**src/rtl/adc_seq_pkg.sv**
```systemverilog
package adc_seq_pkg;

  // Cycles allowed between a sample rise and the final converter-clock rise.
  function automatic int unsigned conv_window_cycles(input int unsigned hz,
                                                     input int unsigned max_us);
    return (hz / 1000) * max_us / 1000;
  endfunction

  // High portion of the converter clock, in system cycles.
  function automatic int unsigned clk_high_cycles(input int unsigned div);
    return div / 2;
  endfunction

  // Low portion of the converter clock; never shorter than the high portion.
  function automatic int unsigned clk_low_cycles(input int unsigned div);
    return div - (div / 2);
  endfunction

  // Counter bit whose toggling gives a period of 2**log2_div cycles.
  function automatic int unsigned tap_bit(input int unsigned log2_div);
    return log2_div - 1;
  endfunction

endpackage

```
**src/rtl/adc_rate_gen.sv**
```systemverilog
module adc_rate_gen #(
  parameter int unsigned FAST_LOG2 = 7,
  parameter int unsigned SLOW_LOG2 = 8
) (
  input  logic clk,
  input  logic rst,
  input  logic en,
  input  logic rate_sel,
  output logic tap
);
  import adc_seq_pkg::*;

  localparam int unsigned CW       = (SLOW_LOG2 > FAST_LOG2) ? SLOW_LOG2 : FAST_LOG2;
  localparam int unsigned FAST_BIT = tap_bit(FAST_LOG2);
  localparam int unsigned SLOW_BIT = tap_bit(SLOW_LOG2);

  logic [CW-1:0] rate_cnt;

  always_ff @(posedge clk) begin
    if (rst)     rate_cnt <= '0;
    else if (en) rate_cnt <= rate_cnt + 1'b1;
  end

  assign tap = rate_sel ? rate_cnt[SLOW_BIT] : rate_cnt[FAST_BIT];

  // counter holds while disabled
  a_r9_count_frozen: assert property (@(posedge clk) disable iff (rst)
    !en |=> $stable(rate_cnt));

endmodule

```
**src/rtl/adc_conv_div.sv**
```systemverilog
module adc_conv_div #(
  parameter int unsigned DIV = 4
) (
  input  logic clk,
  input  logic rst,
  input  logic busy,
  output logic conv_clk,
  output logic rise_evt,
  output logic sample_ok
);
  import adc_seq_pkg::*;

  localparam int unsigned CNTW    = (DIV > 1) ? $clog2(DIV) : 1;
  localparam int unsigned LOW_CNT = clk_low_cycles(DIV);

  logic [CNTW-1:0] div_cnt;
  logic [CNTW-1:0] div_nxt;
  logic            held;

  always_comb begin
    if (!busy)                          div_nxt = '0;
    else if (div_cnt == CNTW'(DIV - 1)) div_nxt = '0;
    else                                div_nxt = div_cnt + 1'b1;
  end

  // Edge at which the converter clock goes high.
  assign rise_evt  = busy && (div_nxt == CNTW'(LOW_CNT));
  // Safe moments for the sample command: divider in reset, or rise just made.
  assign sample_ok = held || (busy && (div_cnt == CNTW'(LOW_CNT)));

  always_ff @(posedge clk) begin
    if (rst) begin
      div_cnt  <= '0;
      conv_clk <= 1'b0;
      held     <= 1'b1;
    end else begin
      div_cnt  <= div_nxt;
      conv_clk <= busy && (div_nxt >= CNTW'(LOW_CNT));
      held     <= !busy;
    end
  end

  // no converter clock while acquiring
  a_r2_held_low: assert property (@(posedge clk) disable iff (rst)
    !busy |=> !conv_clk);

  // the low phase spans more than one cycle after every fall
  a_r3_low_min: assert property (@(posedge clk) disable iff (rst)
    $fell(conv_clk) |=> !conv_clk);

  // the high phase is not a single-cycle spike while busy stays high
  a_r3_high_min: assert property (@(posedge clk) disable iff (rst)
    ($rose(conv_clk) && busy) |=> conv_clk);

endmodule

```
**src/rtl/adc_conv_mon.sv**
```systemverilog
module adc_conv_mon #(
  parameter int unsigned EDGES  = 17,
  parameter int unsigned WINDOW = 12288
) (
  input  logic clk,
  input  logic rst,
  input  logic sample_rise,
  input  logic rise_evt,
  output logic done,
  output logic timeout
);
  localparam int unsigned EW = $clog2(EDGES + 1);
  localparam int unsigned TW = $clog2(WINDOW + 1);

  logic [EW-1:0] edge_cnt;
  logic [TW-1:0] timer;
  logic          in_conv;
  logic          finish;

  assign finish = rise_evt && (edge_cnt == EW'(EDGES - 1));

  always_ff @(posedge clk) begin
    if (rst) begin
      edge_cnt <= '0;
      timer    <= '0;
      in_conv  <= 1'b0;
      done     <= 1'b0;
      timeout  <= 1'b0;
    end else begin
      done <= finish;

      if (sample_rise)
        edge_cnt <= '0;
      else if (rise_evt && (edge_cnt != EW'(EDGES)))
        edge_cnt <= edge_cnt + 1'b1;

      if (sample_rise) begin
        in_conv <= 1'b1;
        timer   <= '0;
      end else if (in_conv) begin
        if (finish) in_conv <= 1'b0;
        if (timer != TW'(WINDOW)) timer <= timer + 1'b1;
        if (!finish && (timer == TW'(WINDOW - 1))) timeout <= 1'b1;
      end
    end
  end

  // the done pulse lasts one cycle
  a_r4_done_single: assert property (@(posedge clk) disable iff (rst)
    done |=> !done);

  // edge count never passes the burst length
  a_r5_count_cap: assert property (@(posedge clk) disable iff (rst)
    edge_cnt <= EW'(EDGES));

  // timeout is sticky
  a_r7_timeout_sticky: assert property (@(posedge clk) disable iff (rst)
    timeout |=> timeout);

  // timer idle outside a conversion
  a_r8_timer_idle: assert property (@(posedge clk) disable iff (rst)
    (!in_conv && !sample_rise) |=> $stable(timer));

endmodule

```
**src/rtl/adc_clk_seq.sv**
```systemverilog
module adc_clk_seq #(
  parameter int unsigned SYS_CLK_HZ  = 12_288_000,
  parameter int unsigned MAX_CONV_US = 1000,
  parameter int unsigned CONV_DIV    = 4,
  parameter int unsigned CONV_EDGES  = 17,
  parameter int unsigned FAST_LOG2   = 7,
  parameter int unsigned SLOW_LOG2   = 8
) (
  input  logic clk,
  input  logic rst,
  input  logic en,
  input  logic rate_sel,
  input  logic busy,
  output logic sample,
  output logic conv_clk,
  output logic conv_done,
  output logic conv_timeout
);
  import adc_seq_pkg::*;

  localparam int unsigned WINDOW = conv_window_cycles(SYS_CLK_HZ, MAX_CONV_US);

  logic tap;
  logic rise_evt;
  logic sample_ok;
  logic sample_nxt;
  logic sample_rise;

  adc_rate_gen #(.FAST_LOG2(FAST_LOG2), .SLOW_LOG2(SLOW_LOG2)) u_rate (
    .clk(clk), .rst(rst), .en(en), .rate_sel(rate_sel), .tap(tap)
  );

  adc_conv_div #(.DIV(CONV_DIV)) u_div (
    .clk(clk), .rst(rst), .busy(busy),
    .conv_clk(conv_clk), .rise_evt(rise_evt), .sample_ok(sample_ok)
  );

  assign sample_nxt  = sample_ok ? (en && tap) : sample;
  assign sample_rise = sample_nxt && !sample;

  always_ff @(posedge clk) begin
    if (rst) sample <= 1'b0;
    else     sample <= sample_nxt;
  end

  adc_conv_mon #(.EDGES(CONV_EDGES), .WINDOW(WINDOW)) u_mon (
    .clk(clk), .rst(rst), .sample_rise(sample_rise), .rise_evt(rise_evt),
    .done(conv_done), .timeout(conv_timeout)
  );

  // sample moves only at permitted edges
  a_r6_move_ok: assert property (@(posedge clk) disable iff (rst)
    (sample != $past(sample)) |-> $past(sample_ok));

  // falling sample never lines up with a converter-clock edge
  a_r6_fall_quiet: assert property (@(posedge clk) disable iff (rst)
    $fell(sample) |-> $stable(conv_clk));

  // no new sample rise while disabled
  a_r9_no_rise: assert property (@(posedge clk) disable iff (rst)
    (!en && !sample) |=> !sample);

endmodule

```
**config.mk**
```make
export PLATFORM = sky130hd
export DESIGN_NAME = adc_clk_seq
export DESIGN_NICKNAME = d
export VERILOG_FILES = /design/src/rtl/adc_seq_pkg.sv /design/src/rtl/adc_rate_gen.sv /design/src/rtl/adc_conv_div.sv /design/src/rtl/adc_conv_mon.sv /design/src/rtl/adc_clk_seq.sv
export SDC_FILE = /design/constraint.sdc
export NUM_CORES = 1
export LEC_CHECK = 0
export BUFFER_PORTS_ARGS = -buffer_cell sky130_fd_sc_hd__buf_4
export CORE_ASPECT_RATIO = 0.8
export CORE_MARGIN = 8
export CORE_UTILIZATION = 45
export DETAILED_ROUTE_END_ITERATION = 12
export GPL_ROUTABILITY_DRIVEN = 0
export SYNTH_ARGS = -nofsm -noshare
export SYNTH_HDL_FRONTEND = slang
export SYNTH_SLANG_ARGS = --single-unit
```
**constraint.sdc**
```tcl
create_clock -name clk -period 2.25 [get_ports clk]
set_input_delay 0.3375 -clock clk [delete_from_list [all_inputs] [get_ports clk]]
set_output_delay 0.3375 -clock clk [all_outputs]
set_load 0.01 [all_outputs]
```
==> results_dict.tcl, run 1 <==
set metrics [dict create \
    status "completed" \
    grt_usage 0.1045 \
    crit_path_start_kind "flip-flop" \
    clkSlewWorstSetupHoldPaths_ps 70 \
    antenna_cells 0 \
    clock_skew_ps 7.402 \
    ys_seq_elements 35 \
    antenna_found_initial 0 \
    finalInstanceArea_sq_um 1829 \
    gr-total-overflow 0 \
    cp.arrival_ps 2010 \
    critical_path.cell_chain "inv_1 -> ha_1 -> nand2b_1 -> nor3_1 -> mux2i_1 -> nor2_1" \
    final_nets 201 \
    hold_slack_ps 309.7 \
    peakVddDrop_mv 0.3975 \
    synth.area.top_cells "dfxtp_1 (43%), nor2_1 (7.2%), ha_1 (6.2%), xnor2_1 (4.9%), xor2_1 (4.9%)" \
    hpwl_mm 2.151 \
    regArea_sq_um 700.7 \
    drive_gt1_frac 0.1323 \
    syn_nets 190 \
    cts_tree "done" \
    wl_mm 2.913 \
    hold_path.class "primary input to flip-flop" \
    syn_area_per_cell_sq_um 9.119 \
    ctsResizeCount 0 \
    slew_headroom 0.6639 \
    avgViaCountPerCell 5.255 \
    worst_slew_pin_slew_ps 500.3 \
    multi_input_area_sq_um 868.3 \
    first_iter_violations 61 \
    crit_slowest_cell "nor3_1" \
    route.detailed.drc 0 \
    start_util 0.4715 \
    yosysWarnings 0 \
    critPathBufInv 1 \
    fin_crit_sh 0.8211 \
    core-area_sq_um 3423 \
    clk_latency_ps 280 \
    fmaxAchievable_mhz 541.3 \
    num_vias 1214 \
    ys_types 37 \
    htreeDepth 2 \
    synth_largest_type_area_fraction 0.4341 \
    synth_edf_count 0 \
    maxCapViolations 0 \
    synth_seq_area_share 0.4341 \
    nFillCells 337 \
    cts_root_buf "clkbuf_8" \
    port_buffers 8 \
    holdBufCountCts 0 \
    total_power_mw 1.255 \
    path_delay_family "simple AND/OR/NAND/NOR gates" \
    numCtsBuffers 5 \
    rsz0062_at_grt "no" \
    cts_setup_buffers 0 \
    clock_tree.buffer_depth 2 \
    drt_first_pass_iters 4 \
    die_w_um 82.96 \
    finalMaxSlewViolations 0 \
    worstPathMaxFanout 5 \
    power_density_nw_per_um2 686.0 \
    crit_type "flip-flop to flip-flop" \
    min_period_ps 1847 \
    synth_area_sq_um 1614 \
    async_flop_share 0 \
    grt_max_degree 20 \
    cp-end-kind "flip-flop" \
    wl_per_cell_um 12.61 \
    syn_inst 177 \
    tns_ps 0 \
    grt_pass1_vias 1126 \
    required_ps 2420 \
    critPathMaxStageDelay_ps 460 \
    clkSinkCount 35 \
    placed_area_sq_um 1712 \
    hold_violations 0 \
    ys.flop_type "dfxtp_1" \
    grt_pass1_wl_mm 5.071 \
    finalSetupViolCount 0 \
    fp-row-count 19 \
    antenna_left 0 \
    pin_count 9 \
    dieArea_sq_um 5771 \
    die_h_um 69.57 \
    area_growth_pct 13.33 \
    leakagePower_nw 0.6821 \
    synth_top_cell_by_area "dfxtp_1" \
    final_core_util 0.5344 \
]
==> cell type report <==
type	instances	area share
Multi-Input combinational cell	131	0.4747
Sequential cell	35	0.3830
Clock buffer	6	0.04514
Timing Repair Buffer	9	0.03694
Tap cell	42	0.02873
Clock inverter	2	0.01915
Inverter	6	0.01231
==> kinds of logic (layout without fill, tap and decap cells) <==
| family | Yosys count | count (layout) | synth area share |
|---|---|---|---|
| AND/OR/NAND/NOR | 84 | 84 | 0.2806 |
| flip-flops | 35 | 35 | 0.4341 |
| XOR/XNOR | 18 | 18 | 0.09768 |
| AO/OA/AOI/OAI | 17 | 17 | 0.07287 |
| buffers and inverters | 11 | 23 | 0.02790 |
| adder cells (fa/ha/maj) | 8 | 8 | 0.06202 |
| multiplexers | 4 | 4 | 0.02481 |
==> path summary, 6_finish.rpt <==
path | end | slack, ps | cells past startpoint | startpoint
max | u_mon.edge_cnt[1] | 400 | 6 | u_div.div_cnt[0]
min | u_div.held | 310 | 2 | busy
max reg2reg | u_mon.edge_cnt[1] | 400 | 6 | u_div.div_cnt[0]
min reg2reg | u_mon.timeout | 460 | 2 | u_mon.timeout
==> Yosys cell counts (2+ instances only) <==
master and n:
nand2b_1 2, dfxtp_1 35, nor2_1 31, inv_1 6, a21oi_1 10, and3_1 4
nand3_1 3, ha_1 8, nor4b_1 3, xnor2_1 9, nand2_1 11, xor2_1 9
clkbuf_1 2, nand4_1 8, o21ai_0 3, nor3_1 3, mux2i_1 4, buf_2 3
or2_2 2, or3_1 4
==> sequential cells by signal, indices dropped and copies added (netlist names), 2 cells and up <==
signal,count
u_div.div_cnt,2
u_mon.edge_cnt,5
u_mon.timer,14
u_rate.rate_cnt,8
==> layout by cell type (no fill, tap or decap), types with 2 or more instances in the layout <==
cell      instances
mux2i_1           4
nor4b_1           3
nor3_1            3
and3_1            4
nand2_1          11
o21ai_0           3
xnor2_1           9
nand2b_1          2
xor2_1            9
ha_1              8
or2_2             2
inv_1             6
dfxtp_1          35
nand4_1           8
or3_1             4
a21oi_1          10
buf_4             9
clkbuf_8          6
nor2_1           31
nand3_1           3
==> power by group <==
group | internal [mW] | leakage (nW) | switching (mW)
logic | 0.0171 | 0.338 | 0.0241
registers | 0.627 | 0.283 | 0.00587
clock network | 0.358 | 0.0612 | 0.222
==> layer usage <==
layer,track usage,share of wire,up-vias
met3,0.04225,0.036,5
li1,-,-,632
met1,0.1305,0.52,562
met2,0.1560,0.44,15
met4,0.03891,0.0079,0
met5,0,0,-
==> through the flow <==
stage                     instances  worst slack (ps)
after floorplan                 177             567.9
after global routing            231             234.9
after CTS                       231             419.4
after global placement          223             504.5
after detailed placement        223             436.8
final                           231             402.6
(Power assumes the default switching activity.)
==> inputs of run 2 (changes only) <==
- clock period: 2.25 -> 1.6 ns (I/O delays scaled with it)
==> run 2 against run 1 <==
Effect of this change: the run now ends with setup timing left; flip-flop and latch count stayed put; highest routed layer unchanged; largest cell class unchanged; fmax is 7.1% higher; cell count is 8.7% higher.
==> results_dict.tcl, run 2 (same netlist as run 1, synthesis figures left out) <==
set metrics [dict create \
    ff2ff_path_depth 6 \
    stdcell_count 251 \
    die_w_um 82.96 \
    leakagePower_nw 0.7840 \
    hold_path.class "primary input to flip-flop" \
    grt_pass1_vias 1278 \
    drt_first_pass_iters 4 \
    path_delay_family "simple AND/OR/NAND/NOR gates" \
    violations "setup timing" \
    worstPathMaxFanout 2 \
    peakVddDrop_mv 0.5958 \
    grt_max_degree 15 \
    clkSinkCount 35 \
    start_util 0.4715 \
    critPathMaxStageDelay_ps 480 \
    grt_usage 0.1097 \
    cts_tree "done" \
    antenna_found_initial 0 \
    cp-end-kind "flip-flop" \
    tns_ps -206.4 \
    status "complete, but fails checks" \
    worst_slew_pin_slew_ps 482.1 \
    top_register "u_mon.timer" \
    slew_headroom 0.6742 \
    multi_input_area_sq_um 935.9 \
    r2r-start "u_mon.timer[0]" \
    clock_tree.buffer_depth 2 \
    r2r_slack_ps -120 \
    port_buffers 8 \
    finalSetupViolCount 2 \
    top_regs "u_mon.timer x14, u_rate.rate_cnt x8, u_mon.edge_cnt x5" \
    dpl.cell_count 242 \
    required_ps 1780 \
    numCtsBuffers 5 \
    total_power_mw 1.572 \
    min_from "rst" \
    area_growth_pct 25.43 \
    power_density_nw_per_um2 776.5 \
    r2r_end "u_mon.timer[1]" \
    rsz0062_at_grt "yes" \
    hold_violations 0 \
    finalInstanceArea_sq_um 2024 \
    min_to "u_rate.rate_cnt[7]" \
    num_vias 1301 \
    clk_latency_ps 280 \
    min_period_ps 1725 \
    antenna_cells 0 \
    final_core_util 0.5914 \
    route.detailed.drc 0 \
    avgViaCountPerCell 5.183 \
    placed_area_sq_um 1873 \
    pin_count 9 \
    crit_type "flip-flop to flip-flop" \
    grt_pass1_wl_mm 5.444 \
    final_nets 221 \
    final_common_cell "dfxtp_1" \
    nFillCells 315 \
    crit_path_start_kind "flip-flop" \
    cts_root_buf "clkbuf_8" \
    finalMaxSlewViolations 0 \
    largest_reg_flops 14 \
    drive_gt1_frac 0.2679 \
    crit_slowest_cell "or4b_4" \
    clock_skew_ps 3.293 \
    antenna_left 0 \
    wl_mm 3.227 \
    hpwl_mm 2.368 \
    htreeDepth 2 \
    regArea_sq_um 701.9 \
    fin_crit_sh 1.078 \
    critical_path.cell_chain "inv_2 -> ha_1 -> or4b_4 -> o41ai_4 -> mux2i_1 -> nor2_1" \
    final_cell_mix "dfxtp_1 (34), nor2_1 (30), buf_4 (28), nand2_1 (11)" \
    wl_per_cell_um 12.86 \
    fmaxAchievable_mhz 579.9 \
    die_h_um 69.57 \
    clkSlewWorstSetupHoldPaths_ps 70 \
    first_iter_violations 55 \
    worst_hold_path.num_cells 2 \
    critPathBufInv 1 \
    setup_slack_ps -124.6 \
    maxCapViolations 0 \
    core-area_sq_um 3423 \
    dieArea_sq_um 5771 \
    gr-total-overflow 0 \
    cp.arrival_ps 1900 \
    fp-row-count 19 \
]
-- run 2: final cells by class --
| class | count | share of cell area |
|---|---|---|
| multi-input cells | 131 | 0.4623 |
| flip-flops and latches | 35 | 0.3467 |
| repair buffers | 29 | 0.1137 |
| clock buffers | 7 | 0.03770 |
| well taps | 42 | 0.02596 |
| inverters | 6 | 0.01112 |
| clock inverters | 1 | 0.002472 |
-- run 2: power by group --
| part | switching [mW] | internal, mW |
|---|---|---|
| Clock | 0.290 | 0.305 |
| Sequential | 0.00825 | 0.882 |
| Combinational | 0.0437 | 0.0427 |
| Total | 0.342 | 1.23 |
-- run 2: worst max path at each step --
| stage | start | endpoint | slack, ps | cells past startpoint |
|---|---|---|---|---|
| floorplan | u_mon.timer[0] | u_mon.timer[1] | -60 | 6 |
| global placement | u_mon.timer[0] | u_mon.timer[1] | -80 | 6 |
| detailed placement | u_mon.timer[0] | u_mon.timer[1] | -130 | 6 |
| CTS | u_mon.timer[0] | u_mon.timer[1] | -130 | 6 |
| global route | u_mon.timer[0] | u_mon.timer[1] | -210 | 6 |
| finish | u_mon.timer[0] | u_mon.timer[1] | -120 | 6 |
-- run 2: repair_timing --
item | CTS | global route
endpoints found under the setup margin | 6 | 19
gates resized for setup | 4 | 9
setup buffers | 1 | 0
pin swaps | 1 | 5
hold buffers | 0 | 0
-- run 2: layer usage --
| layer | routed length (um) | part of all wire | up-vias | GRT usage |
|---|---|---|---|---|
| li1 | - | - | 674 | - |
| met1 | 1511 | 0.47 | 600 | 0.1235 |
| met2 | 1541 | 0.48 | 21 | 0.1888 |
| met3 | 136 | 0.042 | 6 | 0.03756 |
| met4 | 37 | 0.011 | 0 | 0.03502 |
| met5 | 0 | 0 | - | 0 |
-- run 2: metrics by stage --
step	setup slack (ps)	hold slack, ps
2_1_floorplan	-60.62	309.1
3_3_place_gp	-77.69	438.8
3_5_place_dp	-130.2	460.1
4_1_cts	-131.8	217.5
5_1_grt	-209.4	234.9
6_report	-124.6	231.6
